[config.mk]
export PLATFORM = sky130hd
export DESIGN_NAME = otg_role_ctrl
export DESIGN_NICKNAME = d
export VERILOG_FILES = /design/src/rtl/otg_role_pkg.sv /design/src/rtl/otg_pin_sync.sv /design/src/rtl/otg_role_inputs.sv /design/src/rtl/otg_role_fsm.sv /design/src/rtl/otg_role_ctrl.sv
export SDC_FILE = /design/constraint.sdc
export NUM_CORES = 1
export LEC_CHECK = 0
export BUFFER_PORTS_ARGS = -buffer_cell sky130_fd_sc_hd__buf_2
export CAP_MARGIN = 20
export CORE_MARGIN = 3
export CORE_UTILIZATION = 45
export CTS_BUF_LIST = sky130_fd_sc_hd__clkbuf_16
export DETAILED_ROUTE_END_ITERATION = 8
export GPL_ROUTABILITY_DRIVEN = 0
export HOLD_SLACK_MARGIN = 0.1
export PLACE_DENSITY = 0.82
export RECOVER_POWER = 25
export SKIP_CTS_REPAIR_TIMING = 1
export SLEW_MARGIN = 20
export SYNTH_ARGS = -nofsm -noshare
export SYNTH_HDL_FRONTEND = slang
export SYNTH_SLANG_ARGS = --single-unit
[constraint.sdc]
create_clock -name clk_i -period 1.7 [get_ports clk_i]
set_input_delay 0.085 -clock clk_i [delete_from_list [all_inputs] [get_ports clk_i]]
set_output_delay 0.085 -clock clk_i [all_outputs]
set_load 0.05 [all_outputs]
[src/rtl/otg_role_pkg.sv]
package otg_role_pkg;
  typedef enum logic [1:0] {
    ST_UNDEF    = 2'd0,
    ST_B_IDLE   = 2'd1,
    ST_B_PERIPH = 2'd2,
    ST_A_HOST   = 2'd3
  } otg_state_e;

  typedef enum logic [1:0] {
    CAP_DUAL_PIN    = 2'd0,
    CAP_HOST_ONLY   = 2'd1,
    CAP_PERIPH_ONLY = 2'd2,
    CAP_DUAL_MANUAL = 2'd3
  } cap_mode_e;

  typedef enum logic [1:0] {
    ROLE_NONE   = 2'd0,
    ROLE_PERIPH = 2'd1,
    ROLE_HOST   = 2'd2,
    ROLE_RSVD   = 2'd3
  } role_e;
endpackage

[src/rtl/otg_pin_sync.sv]
module otg_pin_sync #(
  parameter int              WIDTH   = 2,
  parameter int              STAGES  = 2,
  parameter logic [WIDTH-1:0] RST_VAL = '0
) (
  input  logic             clk_i,
  input  logic             rst_ni,
  input  logic [WIDTH-1:0] d_i,
  output logic [WIDTH-1:0] q_o
);
  localparam int LAST = STAGES - 1;

  logic [STAGES-1:0][WIDTH-1:0] chain_q;

  always_ff @(posedge clk_i or negedge rst_ni) begin
    if (!rst_ni) begin
      for (int s = 0; s < STAGES; s++) chain_q[s] <= RST_VAL;
    end else begin
      chain_q[0] <= d_i;
      for (int s = 1; s < STAGES; s++) chain_q[s] <= chain_q[s-1];
    end
  end

  assign q_o = chain_q[LAST];
endmodule

[src/rtl/otg_role_inputs.sv]
module otg_role_inputs
  import otg_role_pkg::*;
(
  input  logic       clk_i,
  input  logic       rst_ni,
  input  cap_mode_e  cap_mode_i,
  input  logic       id_pin_i,
  input  logic       bsv_pin_i,
  input  logic       load_init_i,
  input  otg_state_e state_i,
  input  logic       req_vld_i,
  input  role_e      req_role_i,
  input  role_e      dflt_role_i,
  output logic       id_o,
  output logic       bsv_o
);
  logic id_q, bsv_q, id_d, bsv_d;

  always_comb begin
    id_d  = id_q;
    bsv_d = bsv_q;
    case (cap_mode_i)
      CAP_HOST_ONLY: begin
        id_d  = 1'b0;
        bsv_d = 1'b0;
      end
      CAP_PERIPH_ONLY: begin
        id_d  = 1'b1;
        bsv_d = bsv_pin_i;
      end
      CAP_DUAL_PIN: begin
        id_d  = id_pin_i;
        bsv_d = bsv_pin_i;
      end
      default: begin
        if (load_init_i) begin
          case (dflt_role_i)
            ROLE_HOST:   begin id_d = 1'b0; bsv_d = 1'b0; end
            ROLE_PERIPH: begin id_d = 1'b1; bsv_d = 1'b1; end
            default:     begin id_d = 1'b1; bsv_d = 1'b0; end
          endcase
        end else if (req_vld_i) begin
          case (req_role_i)
            ROLE_NONE:
              if (state_i == ST_A_HOST || state_i == ST_B_PERIPH) begin
                id_d  = 1'b1;
                bsv_d = 1'b0;
              end
            ROLE_PERIPH:
              if (state_i == ST_B_IDLE || state_i == ST_A_HOST) begin
                id_d  = 1'b1;
                bsv_d = 1'b1;
              end
            ROLE_HOST:
              if (state_i == ST_B_IDLE || state_i == ST_B_PERIPH) id_d = 1'b0;
            default: ;
          endcase
        end
      end
    endcase
  end

  always_ff @(posedge clk_i or negedge rst_ni) begin
    if (!rst_ni) begin
      id_q  <= 1'b1;
      bsv_q <= 1'b0;
    end else begin
      id_q  <= id_d;
      bsv_q <= bsv_d;
    end
  end

  assign id_o  = id_q;
  assign bsv_o = bsv_q;
endmodule

[src/rtl/otg_role_fsm.sv]
module otg_role_fsm
  import otg_role_pkg::*;
(
  input  logic       clk_i,
  input  logic       rst_ni,
  input  logic       id_i,
  input  logic       bsv_i,
  input  logic       host_fn_i,
  input  logic       periph_fn_i,
  input  logic       rst_done_i,
  output otg_state_e state_o,
  output logic       load_init_o,
  output logic       link_rst_o
);
  otg_state_e state_q, state_d;
  logic       wait_q, wait_d;
  logic       pulse_q, fire;

  always_comb begin
    state_d     = state_q;
    fire        = 1'b0;
    load_init_o = 1'b0;
    case (state_q)
      ST_UNDEF: begin
        load_init_o = 1'b1;
        fire        = 1'b1;
        state_d     = ST_B_IDLE;
      end
      ST_B_IDLE: begin
        // decide only once the last link reset has completed
        if (!wait_q) begin
          if (!id_i && host_fn_i)                 state_d = ST_A_HOST;
          else if (id_i && bsv_i && periph_fn_i)  state_d = ST_B_PERIPH;
        end
      end
      ST_B_PERIPH: begin
        if (!periph_fn_i) begin
          state_d = ST_UNDEF;
        end else if (!bsv_i || !id_i) begin
          state_d = ST_B_IDLE;
          fire    = 1'b1;
        end
      end
      ST_A_HOST: begin
        if (!host_fn_i) begin
          state_d = ST_UNDEF;
        end else if (id_i) begin
          state_d = ST_B_IDLE;
          fire    = 1'b1;
        end
      end
      default: state_d = ST_UNDEF;
    endcase
    wait_d = fire ? 1'b1 : (rst_done_i ? 1'b0 : wait_q);
  end

  always_ff @(posedge clk_i or negedge rst_ni) begin
    if (!rst_ni) begin
      state_q <= ST_UNDEF;
      wait_q  <= 1'b0;
      pulse_q <= 1'b0;
    end else begin
      state_q <= state_d;
      wait_q  <= wait_d;
      pulse_q <= fire;
    end
  end

  assign state_o    = state_q;
  assign link_rst_o = pulse_q;
endmodule

[src/rtl/otg_role_ctrl.sv]
module otg_role_ctrl
  import otg_role_pkg::*;
#(
  parameter int SYNC_STAGES = 2
) (
  input  logic       clk_i,
  input  logic       rst_ni,
  input  logic [1:0] cap_mode_i,
  input  logic [1:0] dflt_role_i,
  input  logic       id_pin_i,
  input  logic       bsv_pin_i,
  input  logic       host_fn_i,
  input  logic       periph_fn_i,
  input  logic       req_vld_i,
  input  logic [1:0] req_role_i,
  input  logic       rst_done_i,
  output logic       host_en_o,
  output logic       vbus_en_o,
  output logic       periph_conn_o,
  output logic       bsv_irq_mask_o,
  output logic       link_rst_o,
  output logic [1:0] state_o
);
  localparam int              NUM_PINS = 2;
  localparam int              PIN_ID   = 0;
  localparam int              PIN_BSV  = 1;
  localparam logic [NUM_PINS-1:0] PIN_RST = NUM_PINS'(1 << PIN_ID);

  logic [NUM_PINS-1:0] pin_raw, pin_sync;
  logic                id_eff, bsv_eff, load_init;
  otg_state_e          state;

  assign pin_raw[PIN_ID]  = id_pin_i;
  assign pin_raw[PIN_BSV] = bsv_pin_i;

  otg_pin_sync #(
    .WIDTH  (NUM_PINS),
    .STAGES (SYNC_STAGES),
    .RST_VAL(PIN_RST)
  ) u_sync (
    .clk_i (clk_i),
    .rst_ni(rst_ni),
    .d_i   (pin_raw),
    .q_o   (pin_sync)
  );

  otg_role_inputs u_inputs (
    .clk_i      (clk_i),
    .rst_ni     (rst_ni),
    .cap_mode_i (cap_mode_e'(cap_mode_i)),
    .id_pin_i   (pin_sync[PIN_ID]),
    .bsv_pin_i  (pin_sync[PIN_BSV]),
    .load_init_i(load_init),
    .state_i    (state),
    .req_vld_i  (req_vld_i),
    .req_role_i (role_e'(req_role_i)),
    .dflt_role_i(role_e'(dflt_role_i)),
    .id_o       (id_eff),
    .bsv_o      (bsv_eff)
  );

  otg_role_fsm u_fsm (
    .clk_i      (clk_i),
    .rst_ni     (rst_ni),
    .id_i       (id_eff),
    .bsv_i      (bsv_eff),
    .host_fn_i  (host_fn_i),
    .periph_fn_i(periph_fn_i),
    .rst_done_i (rst_done_i),
    .state_o    (state),
    .load_init_o(load_init),
    .link_rst_o (link_rst_o)
  );

  assign host_en_o      = (state == ST_A_HOST);
  assign vbus_en_o      = (state == ST_A_HOST);
  assign bsv_irq_mask_o = (state == ST_A_HOST);
  assign periph_conn_o  = (state == ST_B_PERIPH);
  assign state_o        = state;
endmodule

==> results of run 1 <==
layout make-up:
class                           count  area, µm²  area share, %
Clock buffer                        3      75.07          8.427
Clock inverter                      1      3.754         0.4213
Multi-Input combinational cell     49      364.1          40.87
Timing Repair Buffer               26      153.9          17.28
Sequential cell                    10      256.5          28.79
Inverter                            5      18.77          2.107
Tap cell                           15      18.77          2.107
worst register-to-register path, cell delays in order (launching register included):
cell	delay (ps)
dfrtp_2	430
or4b_1	510
o311ai_1	130
o21ai_1	110
mux2_2	270
placed cells by master (no fill, tap or decap), types with 3 or more instances in the layout:
cell / count
ha_1: 5
nand3_1: 4
inv_1: 5
o21ai_0: 4
clkbuf_16: 3
dlygate4sd3_1: 4
dfrtp_1: 5
nor2_1: 4
nor2b_1: 3
dfstp_2: 3
buf_2: 19
a21oi_1: 4
cell families (layout without fill, tap and decap cells):
logic type,count (synthesis),in the layout,synth area share (%)
adders and majority gates,6,6,11.26
AOI/OAI and AO/OA,19,19,19.47
DFF,10,10,38.74
buffers and inverters,9,35,7.060
and+or+nand+nor,22,22,20.04
muxes,2,2,3.435
per-stage QoR:
| stage | instance area, µm² | hold slack [ps] |
|---|---|---|
| after floorplan | 666.9 | -210.6 |
| after global placement | 773.2 | -47.96 |
| after detailed placement | 773.2 | -43.97 |
| after CTS | 852.1 | -289.4 |
| after global routing | 890.9 | 181.8 |
| final | 890.9 | 180.5 |
registers in the layout, indices dropped and copies added (netlist names):
register and count:
u_inputs.id_o 1, u_sync.chain_q 2, u_fsm.link_rst_o 1, u_inputs.bsv_o 1
u_fsm.state_o 2, u_fsm.wait_q 1, u_sync.q_o 2
metal layers:
| layer | up-vias | track usage (%) |
|---|---|---|
| met5 | - | 0 |
| met4 | 0 | 5.422 |
| met3 | 4 | 5.691 |
| met2 | 36 | 24.42 |
| met1 | 268 | 20.26 |
| li1 | 297 | - |
power by group:
part / leakage [nW] / internal (mW) / switching [mW] / total [mW]
combinational: 0.267 / 0.216 / 0.431 / 0.647
clock: 0.0385 / 0.308 / 0.105 / 0.413
sequential: 0.113 / 0.316 / 0.0552 / 0.372
worst paths after layout:
check                      cells after the start                            to
min in group asynchronous                      2    u_inputs.bsv_o$_DFFE_PN0P_
max in group asynchronous                      2  u_fsm.state_o[1]$_DFFE_PN0P_
setup / recovery                               4     u_inputs.id_o$_DFFE_PN1P_
hold / removal                                 3    u_fsm.link_rst_o$_DFF_PN0_
setup reg to reg                               4     u_inputs.id_o$_DFFE_PN1P_
hold reg to reg                                0       u_sync.q_o[1]$_DFF_PN0_
==> summary.txt, run 1 <==
Run status
  – Status: complete, no violations

Final layout
  – Filler cells: approximately 100
  – P&R area growth vs syn: 35.88%
  – Core Util, Final: approximately two thirds
  – Nets: ~110
  – Fin cells: 109
  – Share of cells above drive strength 1: 37.23%
  – Antenna cells: 0

Clock network
  – CTS Buffer Depth: 2
  – Sink Count: 10
  – CTS tree: yes
  – Root buffer cell: clkbuf_16
  – Skew-Pair Late Insertion Delay: 240 ps
  – Clock transition at the registers of the reported paths: 40 ps
  – CTS Buf Count: 3
  – H-tree Lvls: 1

Timing
  – Max Clock Freq: roughly 0.66 GHz
  – Tcrit/Tclk final: around nine tenths
  – Slew HR: between 60% and 70%
  – Worst Tran Pin Value: 540.9 ps
  – Final setup viols: 0
  – RSZ-0062 raised after global routing: no
  – Final Hold Violating Endpoints: 0
  – Clock skew: between 4 and 5 ps
  – Final setup TNS: 0 ps
  – Max Transition Viols Final: 0
  – Fin crit period: 1525 ps
  – Final WS setup: around 180 ps

Die
  – Die X: ~44 µm
  – Die H: approximately 44 µm
  – Core footprint: approximately 1300 µm²
  – # rows: 13
  – Die ar.: approximately 2000 µm²
  – Initial Utilization: about half
  – I/O pins: 21

Critical path
  – CP Capture Type: flop
  – Crit path cell chain: or4b_1, o311ai_1, o21ai_1, mux2_2
  – R2R Path Start: u_fsm.state_o[0]$_DFFE_PN0P_
  – CP Max Fanout: 6
  – Critical Path Start: u_fsm.state_o[0]$_DFFE_PN0P_
  – WP data arrival: ~1700 ps
  – Flop-to-flop setup slack: ~180 ps
  – Slowest stage delay, CP: between 500 and 600 ps
  – CP required: 1860 ps
  – Slowest CP cell: or4b_1
  – Top delay family on crit path: simple AND/OR/NAND/NOR gates
  – Buffers plus inverters on the worst setup path: 0
  – Startpoint Class: flop
  – CP Class: flop to flop

Logic synthesis
  – Syn avg cell area: slightly below 10 µm²
  – Post-synth ARST share: between 90% and 100%
  – Synth top cells by count: dfrtp_1, ha_1, inv_1
  – Ys flop type: dfrtp_1
  – Seq/Total Area, Yosys: roughly two fifths
  – Number of distinct library cells after synthesis: 31
  – Synth Instances: 68
  – Largest cells by area after synthesis: dfrtp_1, dfstp_2, ha_1
  – Mapped Area: about 660 µm²
  – Post-synth top area share: between 20% and 30%
  – Post-Syn Nets: 87
  – Yosys reg bits: 10
  – Leading area contributor after synthesis: dfrtp_1
  – Top-count cell post-synth: dfrtp_1
  – EDFF count, synth: 0
  – Yosys warns: 0

Drt
  – DR iter-0 viols: 20
  – Post-route ant nets: 0
  – DR DRC count: 0
  – Met3 WL post-DR: 150 µm
  – Via/cell ratio: around 5.6
  – Met1 WL: approximately 600 µm
  – Routed via count: between 600 and 700
  – DRT Pass-1 Iters: 4
  – DR top layer: met4
  – Total Wirelength: 1425 µm
  – Routed WL per cell: between 10 and 15 µm
  – Met2 wire length: about 660 µm

Global routing
  – Vias in the first global route: about 520
  – Antenna violations before repair: 0
  – Grt total ovfl: 0
  – Pin count of the biggest net entering global routing: 12
  – Global-route wire length before repair: roughly 2200 µm
  – Tot GR Track Use: 15.75%

Worst hold path
  – Beginning of the worst hold path: host_fn_i
  – Min-delay worst type: input pin to flop

Placement
  – DP Wirelength: approximately 1000 µm
  – I/O Buffers: 20
  – Place WS: 35.98 ps
  – Cell count after placement: around 100

Power and ir drop
  – Total power: 1.432 mW
  – Peak supply drop: approximately 840 µV
  – Pwr dens: 1607 nW/µm²
  – P_leak: roughly 0.42 nW

Job
  – Maxcap violations: 0
Power figures use the tool's default switching activity.
==> inputs of run 2 (changes only) <==
ABC_AREA = 1   (was unset)
PLACE_DENSITY = 0.8   (was 0.82)
==> summary.txt, run 2 <==
Final layout
  – P&R area growth vs syn: 29.25% (was 35.88%)
  – Filler cells: 143 (was 101)
  – Nets: 161 (was 114)
  – Core Util, Final: 63.48% (was 66.79%)
  – Antenna cells: 0 (unchanged)
  – Most frequent cells in the layout: nand2_1, buf_2, nor2_1 (was buf_2, inv_1, ha_1, dfrtp_1)
  – Finished Cell Area: 989.7 µm² (was 890.9 µm²)
  – Reg area: 255.2 µm² (was 256.5 µm²)
  – Share of cells above drive strength 1: 25.53% (was 37.23%)
  – Area of the multi-input gates: 429.2 µm² (was 364.1 µm²)
  – Commonest non-fill, non-tap cell in the layout: nand2_1 (was buf_2)

Critical path
  – CP required: 1820 ps (was 1860 ps)
  – R2R Path Start: u_fsm.state_o[0]$_DFFE_PN0P_ (unchanged)
  – Flop-to-flop setup slack: 380 ps (was 180 ps)
  – CP Capture Type: flop (unchanged)
  – WP data arrival: 1440 ps (was 1690 ps)
  – CP Max Fanout: 7 (was 6)
  – Reg2Reg Depth: 8 (was 4)
  – Worst r2r dst: u_inputs.bsv_o$_DFFE_PN0P_ (was u_inputs.id_o$_DFFE_PN1P_)
  – Startpoint Class: flop (unchanged)
  – CP Class: flop to flop (unchanged)

Timing
  – Tcrit/Tclk final: 77.90% (was 89.69%)
  – Max Transition Viols Final: 0 (unchanged)
  – Final setup TNS: 0 ps (unchanged)
  – RSZ-0062 raised after global routing: no (unchanged)
  – Max Clock Freq: 0.7551 GHz (was 0.6559 GHz)
  – Slew HR: 66.96% (was 63.94%)
  – Clock skew: 0.5418 ps (was 4.125 ps)
  – Final setup viols: 0 (unchanged)
  – Final Hold Violating Endpoints: 0 (unchanged)
  – Worst Tran Pin Value: 495.6 ps (was 540.9 ps)
  – Fin crit period: 1324 ps (was 1525 ps)

Logic synthesis
  – Leading area contributor after synthesis: dfrtp_1 (unchanged)
  – Seq/Total Area, Yosys: 33.17% (was 38.74%)
  – EDFF count, synth: 0 (unchanged)
  – Ys flop type: dfrtp_1 (unchanged)
  – Syn avg cell area: 6.659 µm² (was 9.642 µm²)
  – Post-synth ARST share: 100.0% (unchanged)
  – Largest cells by area after synthesis: dfrtp_1, nand2_1, dfstp_2 (was dfrtp_1, dfstp_2, ha_1)
  – Yosys reg bits: 10 (unchanged)
  – Post-synth top area share: 22.88% (was 26.72%)
  – Post-Syn Nets: 134 (was 87)
  – Synth Instances: 115 (was 68)
  – Yosys warns: 0 (unchanged)
  – Top-count cell post-synth: nand2_1 (was dfrtp_1)
  – Number of distinct library cells after synthesis: 18 (was 31)
  – Mapped Area: 765.7 µm² (was 655.6 µm²)
  – Synth top cells by count: nand2_1, nor2_1, inv_1 (was dfrtp_1, ha_1, inv_1)

Clock network
  – CTS Buf Count: 3 (unchanged)
  – CTS Buffer Depth: 2 (unchanged)
  – Clock transition at the registers of the reported paths: 40 ps (about the same)
  – Root buffer cell: clkbuf_16 (unchanged)
  – CTS tree: yes (unchanged)
  – Skew-Pair Late Insertion Delay: 230 ps (was 240 ps)
  – Sink Count: 10 (unchanged)
  – H-tree Lvls: 1 (unchanged)

Global routing
  – Pin count of the biggest net entering global routing: 11 (was 12)
  – Antenna violations before repair: 0 (unchanged)
  – Vias in the first global route: 619 (was 516)
  – Tot GR Track Use: 14.95% (was 15.75%)
  – Grt total ovfl: 0 (unchanged)
  – Global-route wire length before repair: 2387 µm (was 2228 µm)

Power and ir drop
  – Combinational Power Share: 48.5% (was 45.2%)
  – Pwr dens: 1582 nW/µm² (was 1607 nW/µm²)
  – Switching power share of the total: 46.82% (was 41.33%)
  – Power share of the clock group: 25.9% (was 28.9%)
  – Seq pwr share: 25.6% (was 26.0%)
  – Peak supply drop: 1144 µV (was 844.7 µV)
  – Sw power: 733.1 µW (was 591.7 µW)
  – P_leak: 0.5629 nW (was 0.4185 nW)
  – Internal Power: 832.8 µW (was 840.0 µW)

Drt
  – Routed WL per cell: 9.968 µm (was 13.07 µm)
  – Total Wirelength: 1565 µm (was 1425 µm)
  – DR DRC count: 0 (unchanged)
  – DR iter-0 viols: 15 (was 20)
  – Routed via count: 761 (was 605)
  – Post-route ant nets: 0 (unchanged)
  – DRT Pass-1 Iters: 4 (unchanged)
  – Via/cell ratio: 4.847 (was 5.550)

Worst hold path
  – Min-delay worst type: input pin to flop (unchanged)
  – Hold Path End: u_fsm.link_rst_o$_DFF_PN0_ (unchanged)
  – Beginning of the worst hold path: periph_fn_i (was host_fn_i)
  – Hold path depth: 3 (unchanged)

Die
  – Core footprint: 1559 µm² (was 1334 µm²)
  – Initial Utilization: 49.12% (was 49.16%)
  – Die ar.: 2233 µm² (was 1951 µm²)
  – # rows: 14 (was 13)
  – I/O pins: 21 (unchanged)
  – Die X: 47.25 µm (was 44.17 µm)
  – Die H: 47.25 µm (was 44.17 µm)

Placement
  – DP Wirelength: 1274 µm (was 1044 µm)
  – Area after DPL: 872.1 µm² (was 773.2 µm²)
  – I/O Buffers: 20 (unchanged)

Job
  – Maxcap violations: 0 (unchanged)

Run status
  – Status: complete, no violations (unchanged)
[run 2: cell count changes in the layout (fill, tap and decap cells not counted), moves of 3 or more]
cell     change
nand2_1     +35
nor2_1      +13
inv_1       +11
nand3_1      +6
a21oi_1      -3
nand2_2      +3
nor2_4       +3
nor2b_1      -3
[run 2: area by class of cell]
| type | count | area share, % |
|---|---|---|
| clock buffer | 3 | 7.585 |
| clock inverter | 1 | 0.3793 |
| inverter | 18 | 6.827 |
| multi-input combinational | 85 | 43.36 |
| sequential | 10 | 25.79 |
| tap | 16 | 2.023 |
| timing repair buffer | 24 | 14.03 |
[run 2: worst max-delay path: stages, from the launching register on]
cell	delay (ps)
dfrtp_1	490
nor2_4	220
inv_2	100
nand2_1	70
nor2_1	40
nor2_1	120
nand2_1	70
nand2_1	60
nand2_1	50
[run 2: how the worst max path moves through the flow]
stage                                       startpoint                      endpoint  slack, ps  cells past startpoint
after floorplan           u_fsm.state_o[0]$_DFFE_PN0P_  u_fsm.state_o[0]$_DFFE_PN0P_         60                      8
after global placement    u_fsm.state_o[0]$_DFFE_PN0P_    u_inputs.bsv_o$_DFFE_PN0P_        410                      8
after detailed placement  u_fsm.state_o[0]$_DFFE_PN0P_    u_inputs.bsv_o$_DFFE_PN0P_        390                      8
after CTS                 u_fsm.state_o[0]$_DFFE_PN0P_    u_inputs.bsv_o$_DFFE_PN0P_        380                      8
after global routing      u_fsm.state_o[0]$_DFFE_PN0P_    u_inputs.bsv_o$_DFFE_PN0P_        250                      8
final                     u_fsm.state_o[0]$_DFFE_PN0P_    u_inputs.bsv_o$_DFFE_PN0P_        380                      8
[run 2: cells by family (layout without fill, tap and decap cells)]
family          after synthesis  after routing  share of synthesized area [%]
fa+ha+maj                     5              5                          8.170
compound gates                7              7                          5.391
buf+inv                      20             46                          10.78
flops                        10             10                          33.17
simple gates                 73             73                          42.48
[run 2: routing by layer]
metal	up-vias	share of wire, %	global-route usage [%]
li1	403	-	-
met1	330	46	20.33
met2	26	48	24.06
met3	2	5.0	2.299
met4	0	0.96	4.972
met5	-	0	0
[run 2: per-stage QoR]
step	hold slack, ps	total power, mW	setup WS (ps)	cells
floorplan	-210.6	0.9970	60.84	115
global placement	-55.33	1.145	407.0	149
detailed placement	-54.73	1.158	394.1	149
CTS	-297.2	1.571	382.1	153
global route	191.2	1.678	251.1	157
finish	170.5	1.566	375.7	157
[run 2: power by group through the flow]
| stage | combinational (mW) | clock [mW] | sequential (mW) |
|---|---|---|---|
| 2_1_floorplan | 0.486 | 0 | 0.511 |
| 3_3_place_gp | 0.745 | 0 | 0.400 |
| 3_5_place_dp | 0.756 | 0 | 0.402 |
| 4_1_cts | 0.758 | 0.410 | 0.402 |
| 5_1_grt | 0.844 | 0.422 | 0.412 |
| 6_report | 0.760 | 0.405 | 0.401 |
